[config.mk]
export PLATFORM = sky130hd
export DESIGN_NAME = twc_regif
export DESIGN_NICKNAME = d
export VERILOG_FILES = /design/src/rtl/twc_pkg.sv /design/src/rtl/twc_ctl_regs.sv /design/src/rtl/twc_data_reg.sv /design/src/rtl/twc_stat_reg.sv /design/src/rtl/twc_regif.sv
export SDC_FILE = /design/constraint.sdc
export NUM_CORES = 1
export LEC_CHECK = 0
export ABC_AREA = 1
export BUFFER_PORTS_ARGS = -buffer_cell sky130_fd_sc_hd__buf_2
export CAP_MARGIN = 15
export CORE_ASPECT_RATIO = 0.6
export CORE_MARGIN = 10
export CORE_UTILIZATION = 30
export DETAILED_ROUTE_END_ITERATION = 12
export PLACE_DENSITY = 0.6
export SKIP_CTS_REPAIR_TIMING = 1
export SLEW_MARGIN = 0
export SYNTH_ARGS = -nofsm -noshare
export SYNTH_HDL_FRONTEND = slang
export SYNTH_HIERARCHICAL = 1
export SYNTH_SLANG_ARGS = --single-unit
[constraint.sdc]
create_clock -name clk -period 3.15 [get_ports clk]
set_input_delay 0 -clock clk [delete_from_list [all_inputs] [get_ports clk]]
set_output_delay 0 -clock clk [all_outputs]
set_load 0.05 [all_outputs]
[src/rtl/twc_pkg.sv]
package twc_pkg;
  localparam logic [1:0] ADDR_CTL  = 2'd0;
  localparam logic [1:0] ADDR_STAT = 2'd1;
  localparam logic [1:0] ADDR_DATA = 2'd2;

  localparam int CTL_FLAG = 7;
  localparam int CTL_COLL = 3;
  localparam int CTL_EN   = 2;
  localparam int CTL_IE   = 0;

  localparam logic [4:0] CODE_RST = 5'h1F;
endpackage

[src/rtl/twc_ctl_regs.sv]
module twc_ctl_regs (
  input  logic clk,
  input  logic rst,
  input  logic wr_ctl,
  input  logic clr_bit,
  input  logic en_bit,
  input  logic ie_bit,
  input  logic flag_set,
  input  logic glb_ie,
  output logic flag,
  output logic en,
  output logic ie,
  output logic abort,
  output logic irq
);
  logic flag_d, en_d, ie_d;

  always_comb begin
    flag_d = flag;
    en_d   = en;
    ie_d   = ie;
    if (wr_ctl) begin
      en_d = en_bit;
      ie_d = ie_bit;
      if (clr_bit) flag_d = 1'b0;
    end
    if (flag_set) flag_d = 1'b1;
  end

  always_ff @(posedge clk) begin
    if (rst) begin
      flag  <= 1'b0;
      en    <= 1'b0;
      ie    <= 1'b0;
      abort <= 1'b0;
      irq   <= 1'b0;
    end else begin
      flag  <= flag_d;
      en    <= en_d;
      ie    <= ie_d;
      abort <= wr_ctl & ~en_bit;
      irq   <= flag_d & ie_d & glb_ie;
    end
  end
endmodule

[src/rtl/twc_data_reg.sv]
module twc_data_reg #(
  parameter int DATA_W = 8
) (
  input  logic              clk,
  input  logic              rst,
  input  logic              wr_data,
  input  logic [DATA_W-1:0] wdata,
  input  logic              flag,
  input  logic              rx_vld,
  input  logic [DATA_W-1:0] rx_byte,
  output logic [DATA_W-1:0] data,
  output logic              coll
);
  always_ff @(posedge clk) begin
    if (rst) begin
      data <= '1;
      coll <= 1'b0;
    end else begin
      if (rx_vld && !flag)
        data <= rx_byte;
      else if (wr_data && flag)
        data <= wdata;
      if (wr_data)
        coll <= ~flag;
    end
  end
endmodule

[src/rtl/twc_stat_reg.sv]
module twc_stat_reg #(
  parameter int CODE_W = 5,
  parameter int PRE_W  = 2,
  parameter logic [CODE_W-1:0] CODE_INIT = '1
) (
  input  logic              clk,
  input  logic              rst,
  input  logic              wr_stat,
  input  logic [PRE_W-1:0]  pre_in,
  input  logic [CODE_W-1:0] code_in,
  output logic [CODE_W-1:0] code,
  output logic [PRE_W-1:0]  presc
);
  always_ff @(posedge clk) begin
    if (rst) begin
      code  <= CODE_INIT;
      presc <= '0;
    end else begin
      code <= code_in;
      if (wr_stat) presc <= pre_in;
    end
  end
endmodule

[src/rtl/twc_regif.sv]
module twc_regif #(
  parameter int DATA_W = 8,
  parameter int CODE_W = 5,
  parameter int PRE_W  = 2,
  parameter int ADDR_W = 2
) (
  input  logic              clk,
  input  logic              rst,
  input  logic              cpu_wr,
  input  logic [ADDR_W-1:0] cpu_addr,
  input  logic [DATA_W-1:0] cpu_wdata,
  output logic [DATA_W-1:0] cpu_rdata,
  input  logic              glb_irq_en,
  output logic              irq,
  input  logic              eng_flag_set,
  input  logic [CODE_W-1:0] eng_status,
  input  logic              eng_rx_vld,
  input  logic [DATA_W-1:0] eng_rx_byte,
  output logic [DATA_W-1:0] eng_tx_byte,
  output logic [PRE_W-1:0]  eng_presc,
  output logic              eng_en,
  output logic              eng_abort
);
  import twc_pkg::*;

  localparam int STAT_W = CODE_W + 1 + PRE_W;

  logic wr_ctl, wr_stat, wr_data;
  logic flag_q, ie_q, coll_q;
  logic [CODE_W-1:0] code_q;
  logic [DATA_W-1:0] rd_d;

  assign wr_ctl  = cpu_wr && (cpu_addr == ADDR_W'(ADDR_CTL));
  assign wr_stat = cpu_wr && (cpu_addr == ADDR_W'(ADDR_STAT));
  assign wr_data = cpu_wr && (cpu_addr == ADDR_W'(ADDR_DATA));

  twc_ctl_regs u_ctl (
    .clk      (clk),
    .rst      (rst),
    .wr_ctl   (wr_ctl),
    .clr_bit  (cpu_wdata[CTL_FLAG]),
    .en_bit   (cpu_wdata[CTL_EN]),
    .ie_bit   (cpu_wdata[CTL_IE]),
    .flag_set (eng_flag_set),
    .glb_ie   (glb_irq_en),
    .flag     (flag_q),
    .en       (eng_en),
    .ie       (ie_q),
    .abort    (eng_abort),
    .irq      (irq)
  );

  twc_data_reg #(.DATA_W(DATA_W)) u_data (
    .clk     (clk),
    .rst     (rst),
    .wr_data (wr_data),
    .wdata   (cpu_wdata),
    .flag    (flag_q),
    .rx_vld  (eng_rx_vld),
    .rx_byte (eng_rx_byte),
    .data    (eng_tx_byte),
    .coll    (coll_q)
  );

  twc_stat_reg #(
    .CODE_W    (CODE_W),
    .PRE_W     (PRE_W),
    .CODE_INIT (CODE_W'(CODE_RST))
  ) u_stat (
    .clk     (clk),
    .rst     (rst),
    .wr_stat (wr_stat),
    .pre_in  (cpu_wdata[PRE_W-1:0]),
    .code_in (eng_status),
    .code    (code_q),
    .presc   (eng_presc)
  );

  always_comb begin
    rd_d = '0;
    case (cpu_addr)
      ADDR_W'(ADDR_CTL): begin
        rd_d[CTL_FLAG] = flag_q;
        rd_d[CTL_COLL] = coll_q;
        rd_d[CTL_EN]   = eng_en;
        rd_d[CTL_IE]   = ie_q;
      end
      ADDR_W'(ADDR_STAT): rd_d[STAT_W-1:0] = {code_q, 1'b0, eng_presc};
      ADDR_W'(ADDR_DATA): rd_d = eng_tx_byte;
      default: rd_d = '0;
    endcase
  end

  always_ff @(posedge clk) begin
    if (rst) cpu_rdata <= '0;
    else     cpu_rdata <= rd_d;
  end
endmodule

### After elaboration in Yosys (flattened, before gate mapping)

Index checks and enable logic that the tools add are counted.

* bits in registers: 29
* input bits: 29
* output and inout port bits: 21
* logic and storage cells: 36

* equal/unequal tests: 2
* muxes and demuxes: 11
* bitwise logic cells: 5
* reduce and logical (&&, ||, !) cells: 8

Operator list (count)
* 8-bit two-way mux: 2
* 1-bit one-hot mux with 3 select lines: 2
* 2-bit one-hot mux with 3 select lines: 1
* 3-bit one-hot mux with 2 select lines: 1
* 1-bit logical AND: 5
* 1-bit two-way mux: 4
* 1-bit bitwise AND: 3
* 2-bit by 1-bit equality test with 1-bit output (second input constant): 1
* 2-bit equality test (second input constant): 1
* 2-bit logical NOT: 1
* 1-bit inverter: 2
* 1-bit one-hot mux with 2 select lines: 1
* 2-bit nonzero test: 1
* 1-bit logical NOT: 1

### Logic depth before layout (Yosys ltp)

Gate-level depths: netlist of the first run.

* depth in word-level cells: 6
* mapped depth: 11
* mapped depth without buffers: 9

### By module

The synthesis of the first run kept the hierarchy.

Modules (own cells, without submodules)
* twc_data_reg: times used 1, cells an instance 88, area each 565.5 µm², seq. area each 180.2 µm²
* twc_regif: times used 1, cells an instance 58, area each 397.9 µm², seq. area each 160.2 µm²
* twc_stat_reg: times used 1, cells an instance 23, area each 212.7 µm², seq. area each 140.1 µm²
* twc_ctl_regs: times used 1, cells an instance 21, area each 166.4 µm², seq. area each 100.1 µm²

### Worst setup path before layout of the first run

OpenSTA, ideal clock, no wires.

* path kind: input to register
* start: input port cpu_addr[0]
* end: register u_data.data[6]
* library setup time: 112 ps
* data arrival time: 939 ps
* required time: 3038 ps
* setup slack: 2099 ps
* stages on the path: 11
* buffers on the path: 2
* cells stage by stage: inv_1 -> ha_1 -> buf_2 -> nand2_1 -> inv_1 -> nand2_2 -> buf_6 -> nand3_2 -> nand2_1 -> inv_2 -> nand2_1

* cells in the longest elaborated chain, start to end: 4

Ends and longest elaborated chain
* start: declaration: line twc_regif.sv:10 `input logic [ADDR_W-1:0] cpu_addr,`
* 2-bit equality test: line twc_regif.sv:35 `assign wr_data = cpu_wr && (cpu_addr == ADDR_W'(ADDR_DATA));`
* 1-bit logical AND: line twc_regif.sv:35
* net wr_data: line twc_regif.sv:28 `logic wr_ctl, wr_stat, wr_data;`
* 1-bit logical AND: line twc_data_reg.sv:21 `else if (wr_data && flag)`
* 2-bit nonzero test (no source line)
* end signal: assignment: line twc_data_reg.sv:20 `data <= rx_byte;`
* end signal: assignment: line twc_data_reg.sv:22 `data <= wdata;`
* end: declaration: line twc_data_reg.sv:11 `output logic [DATA_W-1:0] data,`

The timed path passes the listed nets, and every way through them passes these cells.
A chain may end at the register's enable or synchronous reset.

### Final worst setup path of the first run

* start: register u_ctl.flag
* end: register u_data.data[2]

* cells in the longest elaborated chain, start to end: 3
* elaborated cells between the ends (all ways): 5
* classes of those cells: mux (1); reduce/logical (4)

Ends and longest elaborated chain
* start: declaration: line twc_ctl_regs.sv:10 `output logic flag,`
* start signal: assignment: line twc_ctl_regs.sv:38 `flag <= flag_d;`
* 1-bit logical NOT: line twc_data_reg.sv:19 `if (rx_vld && !flag)`
* 1-bit logical AND: line twc_data_reg.sv:19
* 8-bit two-way mux or 2-bit nonzero test (tied branches)

Several ways; a longest one is shown, not always the timed one.

==> results of run 1 <==
## cell families (layout without fill, tap and decap cells)
kind of cell,after synthesis,after routing,synth area share [%]
AND/OR/NAND/NOR,98,98,30.9
buffers and inverters,43,102,14.0
flip-flops,29,29,43.2
AO/OA/AOI/OAI,16,16,8.11
adder cells (fa/ha/maj),4,4,3.73
## cell type report
| class | instances | area share [%] |
|---|---|---|
| repair buffers | 56 | 17.7 |
| multi-input cells | 118 | 32.3 |
| flip-flops and latches | 29 | 32.7 |
| clock buffers | 7 | 4.86 |
| inverters | 39 | 8.23 |
| well taps | 60 | 4.22 |
## per-layer routing
| metal | track usage, % | vias up |
|---|---|---|
| met1 | 12.7 | 506 |
| met3 | 6.52 | 2 |
| li1 | - | 678 |
| met5 | 0 | - |
| met4 | 2.24 | 0 |
| met2 | 13.0 | 38 |
## power by group
group | switching (uW) | internal, uW | total (uW)
clock | 128 | 173 | 301
sequential | 12.5 | 389 | 401
combinational | 121 | 57.1 | 178
## worst register-to-register path: cells and delay by family, from the launching register on
family | cells | cell delay, ns
AND/OR/NAND/NOR | 4 | 0.42
flip-flops | 1 | 0.45
buffers and inverters | 2 | 0.26
## cells in the mapped netlist
library cell,number,area (um2)
inv_1,35,131
nand2_4,1,11.3
nand2_1,66,248
o21ai_2,7,61.3
inv_2,3,11.3
nand3_2,1,10.0
nor2_1,10,37.5
clkinv_1,1,3.75
a21boi_1,1,7.51
buf_6,1,11.3
ha_1,4,50.1
buf_2,2,10.0
or2_1,6,37.5
a21oi_1,7,35.0
dfxtp_1,29,581
buf_12,1,20.0
nand3_1,13,65.1
o21ai_0,1,5.00
nand2_2,1,6.26
## sequential cells by signal (all words and copies together) (netlist names)
name	cells
u_ctl/flag	1
u_stat/code	5
u_ctl/ie	1
u_ctl/irq	1
u_stat/presc	2
u_data/coll	1
u_data/data	8
u_ctl/en	1
u_ctl/abort	1
cpu_rdata	8
## worst min path at each step
stage / cells past startpoint / end / start
2_1_floorplan: 1 / u_ctl/ie / rst
3_3_place_gp: 2 / u_stat/code[1] / eng_status[1]
3_5_place_dp: 2 / u_stat/code[1] / eng_status[1]
4_1_cts: 2 / u_stat/code[1] / eng_status[1]
5_1_grt: 5 / u_data/data[1] / eng_rx_byte[1]
6_report: 5 / u_data/data[3] / eng_rx_byte[3]
## stage by stage
step | util [%] | power, uW
global route | 42.2 | 941
detailed placement | 38.5 | 583
floorplan | - | 533
CTS | 40.6 | 888
global placement | 38.5 | 582
finish | 42.2 | 880
==> metrics.yaml, run 1 <==
rsz0062_at_grt: "false"
total_leakage_power_uw: 0.00103
yosysWarnings: 6
cpPeakStageDelay_ns: 0.45
cp_data_required_time_ns: 3.37
grt_pass1_vias: 1249
final-seq-area_um2: 581
r2r_start: "u_ctl/flag"
dp_cells: 295
io_buffers: 49
htree_levels: 2
cts.sinks: 29
grt_start_max_net_pins: 18
path_delay_family: "flip-flops"
final_cell_mix: "nand2_1 (66), buf_2 (49), inv_1 (35)"
arrival_ns: 1.39
holdWs_ns: 0.00700
grtUsageTotal_pct: 9.85
cts_buffer_depth: 2
wl_met3_um: 389
ff2ff_path_depth: 6
cts_root_buffer: "clkbuf_8"
met2_length_um: 1320
wl_um: 3490
min_path_type: "input port to flip-flop"
synth.net_count: 223
fmaxAchievable_mhz: 854
fillers: 473
synth_cell_types: 19
die_y_um: 71.8
tns_ns: 0
multi_input_area_um2: 574
final_nets: 282
drtIter0Drc: 34
yosysSeqAreaShare_pct: 43.2
grt_pass1_wl_um: 6020
floorplan.rows: 18
period_minus_slack_ns: 1.17
timing.rr.end: "u_data/data[2]"
first_pass_iters: 4
path_buf_inv: 2
place_area_mm2: 0.00162
finalNonFillerCells: 309
drc: 0
crit_type: "flip-flop to flip-flop"
routed_via_density: 3.96
overflow: 0
dp_slack_ns: 1.71
vdd_drop_max_mv: 0.189
top_layer: "met4"
outcome: "finished, final reports clean"
cp_common_cell: "nand2_1"
coreArea_mm2: 0.00421
cts_tree: "done"
ys_seq_elements: 29
max_slew_margin_pct: 74.4
dieWidth_um: 106
timing.critical_path.to: "u_data/data[2]"
antenna_found_initial: 0
start_kind: "flip-flop"
dieArea_mm2: 0.00764
fin_area_mm2: 0.00178
cap_violations: 0
cts_buffers: 5
clock-skew-final_ns: 0.00414
worst_slack_ns: 1.98
vias: 1224
finalHoldViolCount: 0
crit_start: "u_ctl/flag"
clk_pin_slew_ns: 0.06
wl_per_cell_um: 11.3
crit_chain: "inv_2 > nand2_4 > inv_1 > nand2_1 > nand2_1 > nand2_1"
drive_gt1_share_pct: 27.3
antenna_cells: 0
p_per_area_mw_per_mm2: 495
m1WireLength_um: 1780
worst_slew_pin_slew_ns: 0.383
ant_nets: 0
synth.cell_area_mm2: 0.00134
dp_hpwl_um: 2800
crit_path_end_kind: "flip-flop"
r2r_setup_slack_ns: 1.98
layout_commonest_cell: "nand2_1"
cp.depth: 6
gp_congestion: 0.831
syn_inst: 190
ioPinCount: 50
finalMaxSlewViolations: 0
period_share_pct: 37.2
critPathSlowestCell: "dfxtp_1"
initial_core_util_pct: 31.9
area_growth_pct: 32.4
crit_fanout: 17
clk_latency_ns: 0.27
synth.avg_cell_area_um2: 7.07
finalSetupViolations: 0
(Power assumes the default switching activity.)
==> run 2: changes to the inputs <==
==> constraint.sdc (replaced) <==
create_clock -name clk -period 1.1 [get_ports clk]
set_input_delay 0 -clock clk [delete_from_list [all_inputs] [get_ports clk]]
set_output_delay 0 -clock clk [all_outputs]
set_load 0.05 [all_outputs]
==> run 2 against run 1 <==
Combinational power grew to 3.1 times the previous value. Design area grew 4.9%. Flip-flop and latch count unchanged. Fmax increased by 22%. Largest cell class unchanged. Largest power group unchanged.
==> metrics.yaml, run 2 (synthesized netlist as in run 1, its figures left out) <==
die_y_um: 71.8  # unchanged
cts_buffers: 5  # unchanged
ff2ff_path_depth: 6  # unchanged
outcome: "finished, final reports clean"  # unchanged
p_clk_share_pct: 32.7  # was 34.2%
wl_per_cell_um: 11.1  # was 11.3 um
p_sw_uw: 776  # was 262 uW
ant_nets: 0  # unchanged
crit_type: "flip-flop to flip-flop"  # unchanged
final_nets: 290  # was 282
r2r_setup_slack_ns: 0.14  # was 1.98 ns
vdd_drop_max_mv: 0.534  # was 0.189 mV
fillers: 457  # was 473
switching_share_pct: 30.8  # was 29.7%
dp_slack_ns: -0.0163  # was 1.71 ns
io_buffers: 49  # unchanged
total_power_uw: 2520  # was 880 uW
dieWidth_um: 106  # unchanged
finalSetupViolations: 0  # unchanged
grt_pass1_wl_um: 6050  # was 6020 um
htree_levels: 2  # unchanged
cap_violations: 0  # unchanged
hp-start: "eng_rx_byte[1]"  # was eng_rx_byte[3]
hold_depth: 5  # unchanged
grt_pass1_vias: 1336  # was 1249
clock-skew-final_ns: 0.00458  # was 0.00414 ns
holdWs_ns: 0.00599  # was 0.00700 ns
worst_slew_pin_slew_ns: 0.312  # was 0.383 ns
power_frac_seq_pct: 45.6  # about the same
multi_input_area_um2: 574  # unchanged
worst_slack_ns: 0.142  # was 1.98 ns
floorplan.rows: 18  # unchanged
period_share_pct: 87.1  # was 37.2%
finalNonFillerCells: 318  # was 309
rsz0062_at_grt: "false"  # unchanged
min_path_type: "input port to flip-flop"  # unchanged
arrival_ns: 1.11  # was 1.39 ns
grt_start_max_net_pins: 17  # was 18
routed_via_density: 4.06  # was 3.96
min_to: "u_data/data[1]"  # was u_data/data[3]
first_pass_iters: 4  # unchanged
coreArea_mm2: 0.00421  # unchanged
layout_commonest_cell: "nand2_1"  # unchanged
final-seq-area_um2: 582  # was 581 um2
cts_tree: "done"  # unchanged
antenna_cells: 0  # unchanged
grtUsageTotal_pct: 9.90  # was 9.85%
p_int_uw: 1740  # was 618 uW
pwr-share-comb_pct: 21.7  # was 20.2%
area_growth_pct: 38.9  # was 32.4%
fmaxAchievable_mhz: 1040  # was 854 MHz
drtIter0Drc: 67  # was 34
gp_congestion: 0.834  # was 0.831
cts_root_buffer: "clkbuf_8"  # unchanged
wl_um: 3540  # was 3490 um
initial_core_util_pct: 31.9  # unchanged
crit_path_end_kind: "flip-flop"  # unchanged
crit_fanout: 16  # was 17
cts.sinks: 29  # unchanged
dp_hpwl_um: 2870  # was 2800 um
drc: 0  # unchanged
vias: 1292  # was 1224
cp_data_required_time_ns: 1.25  # was 3.37 ns
clk_pin_slew_ns: 0.06  # about the same
final_cell_mix: "nand2_1 (66), buf_2 (49), inv_1 (34)"  # was nand2_1 (66), buf_2 (49), inv_1 (35)
timing.rr.end: "u_data/data[0]"  # was u_data/data[2]
total_leakage_power_uw: 0.00107  # was 0.00103 uW
start_kind: "flip-flop"  # unchanged
finalMaxSlewViolations: 0  # unchanged
max_slew_margin_pct: 79.2  # was 74.4%
p_per_area_mw_per_mm2: 1350  # was 495 mW/mm2
cts_buffer_depth: 2  # unchanged
dieArea_mm2: 0.00764  # unchanged
period_minus_slack_ns: 0.958  # was 1.17 ns
drive_gt1_share_pct: 30.6  # was 27.3%
ioPinCount: 50  # unchanged
clk_latency_ns: 0.27  # about the same
overflow: 0  # unchanged
largestRegisters: "cpu_rdata x8, u_data/data x8, u_stat/code x5"  # unchanged
finalHoldViolCount: 0  # unchanged
antenna_found_initial: 0  # unchanged
dp_cells: 303  # was 295
r2r_start: "u_ctl/flag"  # unchanged
[run 2: cell types whose count changed in the layout (fill, tap and decap cells not counted), sizes merged]
cell      before  now
buf           49   57
clkinv         1    3
clkbuf         7    6
clkinvlp       0    1
inv           38   37
[run 2: how the worst max path moves through the flow]
stage,start,end,slack (ns),cells past startpoint
CTS,u_ctl/flag,u_data/data[5],0.07,6
global route,u_ctl/flag,u_data/data[6],0.05,6
finish,u_ctl/flag,u_data/data[0],0.14,6
global placement,cpu_addr[0],u_ctl/en,0.009,10
detailed placement,cpu_addr[0],u_ctl/en,-0.02,10
floorplan,cpu_addr[0],u_data/data[6],0.05,11
[run 2: power groups by stage]
stage | clock network (uW) | logic [uW] | registers, uW
2_1_floorplan | 0 | 200 | 1330
3_3_place_gp | 0 | 529 | 1170
3_5_place_dp | 0 | 531 | 1170
4_1_cts | 864 | 533 | 1150
5_1_grt | 936 | 609 | 1160
6_report | 823 | 546 | 1150
[run 2: through the flow]
step           cell area [um2]  util (%)  setup TNS, ns
3_3_place_gp              1710      40.5              0
4_1_cts                   1790      42.5              0
5_1_grt                   1860      44.3              0
3_5_place_dp              1710      40.5        -0.0163
6_report                  1860      44.3              0
2_1_floorplan             1340         -              0
[run 2: metal layers]
| layer | vias up | global-route usage, % | share of wire, % |
|---|---|---|---|
| met5 | - | 0 | 0 |
| met4 | 0 | 2.69 | 0.40 |
| met3 | 2 | 6.96 | 14 |
| met2 | 40 | 13.5 | 38 |
| met1 | 558 | 12.1 | 48 |
| li1 | 692 | - | - |
[run 2: worst max-delay path: stages (launching register included)]
cell and delay [ns]:
dfxtp_2 0.38, inv_2 0.05, nand2_4 0.08, buf_12 0.15, nand2_1 0.06, nand2_1 0.05, nand3_1 0.06
[run 2: layout make-up]
class	instances	area share, %
repair buffers	64	21.5
flip-flops and latches	29	31.2
clock buffers	6	3.89
clock inverters	2	0.537
well taps	60	4.03
multi-input cells	118	30.8
inverters	39	8.05
==> run 3: changes to the inputs <==
--- a/config.mk
+++ b/config.mk
@@ -8,14 +8,14 @@
 export ABC_AREA = 1
 export BUFFER_PORTS_ARGS = -buffer_cell sky130_fd_sc_hd__buf_2
 export CAP_MARGIN = 15
-export CORE_ASPECT_RATIO = 0.6
+export CORE_ASPECT_RATIO = 0.9
 export CORE_MARGIN = 10
 export CORE_UTILIZATION = 30
 export DETAILED_ROUTE_END_ITERATION = 12
-export PLACE_DENSITY = 0.6
+export PLACE_DENSITY = 0.61
+export SETUP_SLACK_MARGIN = 0.05
 export SKIP_CTS_REPAIR_TIMING = 1
 export SLEW_MARGIN = 0
 export SYNTH_ARGS = -nofsm -noshare
 export SYNTH_HDL_FRONTEND = slang
-export SYNTH_HIERARCHICAL = 1
 export SYNTH_SLANG_ARGS = --single-unit
==> run 3 against run 2 <==
The flow now finishes with violations (hold timing). Setup slack hardly changed. Largest power group unchanged. Highest routed layer unchanged. Final cell count decreased by 8.8%. Total power rose by 2.5%. Global-route usage up 0.43 points. Count of clock-buffer cells in the layout increased by 1. Clock skew shrank 0.0029 ns. Design area down 5.4%.
==> metrics.yaml, run 3 <==
yosysTopAreaCellShare_pct: 46.6  # was 43.2%
worst_slew_pin_slew_ns: 0.265  # was 0.312 ns
layout_commonest_cell: "nand2_1"  # unchanged
crit_fanout: 7  # was 16
wl_per_cell_um: 11.9  # was 11.1 um
yosys_most_used_dff: "dfxtp_1"  # unchanged
drtIter0Drc: 62  # was 67
overflow: 0  # unchanged
coreArea_mm2: 0.00405  # was 0.00421 mm2
drc: 0  # unchanged
final_nets: 275  # was 290
r2r_setup_slack_ns: 0.14  # about the same
finalSetupViolations: 0  # unchanged
gp_congestion: 0.767  # was 0.834
crit_type: "flip-flop to flip-flop"  # unchanged
die_y_um: 81.1  # was 71.8 um
wl_um: 3460  # was 3540 um
routed_via_density: 4.29  # was 4.06
fillers: 439  # was 457
initial_core_util_pct: 30.8  # was 31.9%
htree_levels: 2  # unchanged
floorplan.rows: 22  # was 18
async_reset_ff_share_pct: 0  # unchanged
max_slew_margin_pct: 82.4  # was 79.2%
area_growth_pct: 41.6  # was 38.9%
clock-skew-final_ns: 0.00170  # was 0.00458 ns
synth.cell_area_mm2: 0.00125  # was 0.00134 mm2
cap_violations: 0  # unchanged
total_power_uw: 2580  # was 2520 uW
timing.critical_path.to: "u_data.data[3]"  # was u_data/data[0]
timing.rr.end: "u_data.data[3]"  # was u_data/data[0]
fmaxAchievable_mhz: 1040  # about the same
cts_buffer_depth: 2  # unchanged
crit_start: "u_ctl.flag"  # was u_ctl/flag
syn_inst: 178  # was 190
yosysSeqAreaShare_pct: 46.6  # was 43.2%
antenna_cells: 0  # unchanged
grt_pass1_vias: 1192  # was 1336
dp_hpwl_um: 2720  # was 2870 um
arrival_ns: 1.13  # was 1.11 ns
synth-edff-count: 0  # unchanged
drive_gt1_share_pct: 30.2  # was 30.6%
ys_seq_elements: 29  # unchanged
yosysMostFrequentCell: "nand2_1"  # unchanged
holdWs_ns: -0.00426  # was 0.00599 ns
io_buffers: 49  # unchanged
ff2ff_path_depth: 7  # was 6
largestRegisters: "cpu_rdata x8, u_data.data x8, u_stat.code x5"  # was cpu_rdata x8, u_data/data x8, u_stat/code x5
min_path_type: "input port to flip-flop"  # unchanged
yosysWarnings: 0  # was 6
failed_checks: "hold timing"
cts_buffers: 5  # unchanged
grt_pass1_wl_um: 5650  # was 6050 um
p_per_area_mw_per_mm2: 1460  # was 1350 mW/mm2
synth_top_area_cell: "dfxtp_1"  # unchanged
synthTopCellsByArea: "dfxtp_1 (47%), nand2_1 (23%), nand3_1 (6.0%)"  # was dfxtp_1 (43%), nand2_1 (18%), inv_1 (9.8%)
finalMaxSlewViolations: 0  # unchanged
dieWidth_um: 87.9  # was 106 um
synth_cell_types: 18  # was 19
antenna_found_initial: 0  # unchanged
cp_data_required_time_ns: 1.28  # was 1.25 ns
cts_root_buffer: "clkbuf_8"  # unchanged
vias: 1243  # was 1292
period_share_pct: 87.0  # was 87.1%
vdd_drop_max_mv: 0.556  # was 0.534 mV
finalHoldViolCount: 2  # was 0
total_leakage_power_uw: 0.000974  # was 0.00107 uW
cts_tree: "done"  # unchanged
cts.sinks: 29  # unchanged
final_util_pct: 43.6  # was 44.3%
final_cell_mix: "nand2_1 (77), buf_2 (49), dfxtp_1 (28)"  # was nand2_1 (66), buf_2 (49), inv_1 (34)
grtUsageTotal_pct: 10.3  # was 9.90%
outcome: "finished with violations"  # was finished, final reports clean
crit_path_end_kind: "flip-flop"  # unchanged
ant_nets: 0  # unchanged
clk_pin_slew_ns: 0.06  # about the same
synth.avg_cell_area_um2: 7.00  # was 7.07 um2
synth_commonest_cells: "nand2_1 (78), dfxtp_1 (29), inv_1 (16)"  # was nand2_1 (66), inv_1 (35), dfxtp_1 (29)
rsz0062_at_grt: "false"  # unchanged
start_kind: "flip-flop"  # unchanged
ioPinCount: 50  # unchanged
grt_start_max_net_pins: 12  # was 17
clk_latency_ns: 0.28  # was 0.27 ns
synth.net_count: 211  # was 223
dieArea_mm2: 0.00714  # was 0.00764 mm2
period_minus_slack_ns: 0.957  # was 0.958 ns
r2r_start: "u_ctl.flag"  # was u_ctl/flag
first_pass_iters: 4  # unchanged
[run 3: metrics by stage]
step           area (um2)  setup slack (ns)  instances  TNS [ns]
2_1_floorplan        1250             0.153        178         0
3_3_place_gp         1560           -0.0295        275    -0.208
3_5_place_dp         1560           -0.0501        275    -0.328
4_1_cts              1650           -0.0657        282    -0.442
5_1_grt              1760            0.0535        290         0
6_report             1760             0.143        290         0
[run 3: worst max-delay path, stage by stage (launching register included)]
cell	delay [ns]
dfxtp_4	0.37
inv_2	0.07
nand2_4	0.07
buf_6	0.14
nand3_1	0.07
nand2_1	0.05
inv_1	0.04
nand2_1	0.04
[run 3: per-layer routing]
| layer | vias to the layer above | global-route usage, % | share of wire (%) |
|---|---|---|---|
| met1 | 525 | 13.8 | 51 |
| met2 | 41 | 13.7 | 40 |
| met4 | 0 | 4.78 | 1.8 |
| met3 | 7 | 4.80 | 7.2 |
| li1 | 670 | - | - |
| met5 | - | 0 | 0 |
[run 3: how the worst min path moves through the flow]
| stage | cells after the start | startpoint | to | slack [ns] |
|---|---|---|---|---|
| after floorplan | 1 | cpu_wdata[2] | u_ctl.abort | 0.08 |
| after global placement | 2 | eng_status[1] | u_stat.code[1] | 0.18 |
| after detailed placement | 2 | eng_status[3] | u_stat.code[3] | 0.19 |
| after CTS | 2 | eng_status[1] | u_stat.code[1] | -0.10 |
| after global routing | 5 | eng_rx_byte[6] | u_data.data[6] | 0.02 |
| final | 3 | cpu_wdata[1] | u_stat.presc[1] | -0.004 |
[run 3: kinds of logic (layout without fill, tap and decap cells)]
| family | after synthesis | after routing | share of synthesized area (%) |
|---|---|---|---|
| buffers and inverters | 24 | 88 | 8.33 |
| flip-flops | 29 | 29 | 46.6 |
| adder cells (fa/ha/maj) | 4 | 4 | 4.02 |
| AO/OA/AOI/OAI | 11 | 11 | 4.62 |
| AND/OR/NAND/NOR | 110 | 110 | 36.4 |
[run 3: report_power, final]
part	internal, uW	leakage (uW)	switching, uW	total, uW
registers	1110	0.000240	41.8	1160
logic	189	0.000690	360	549
clock network	495	0.0000443	378	873
[run 3: layout make-up]
cell class / instances / area, um2 / share of cell area, %
flip-flops and latches: 29 / 584 / 33.1
multi-input cells: 125 / 584 / 33.1
repair buffers: 64 / 385 / 21.8
clock buffers: 7 / 86.3 / 4.89
inverters: 17 / 63.8 / 3.62
well taps: 48 / 60.1 / 3.40
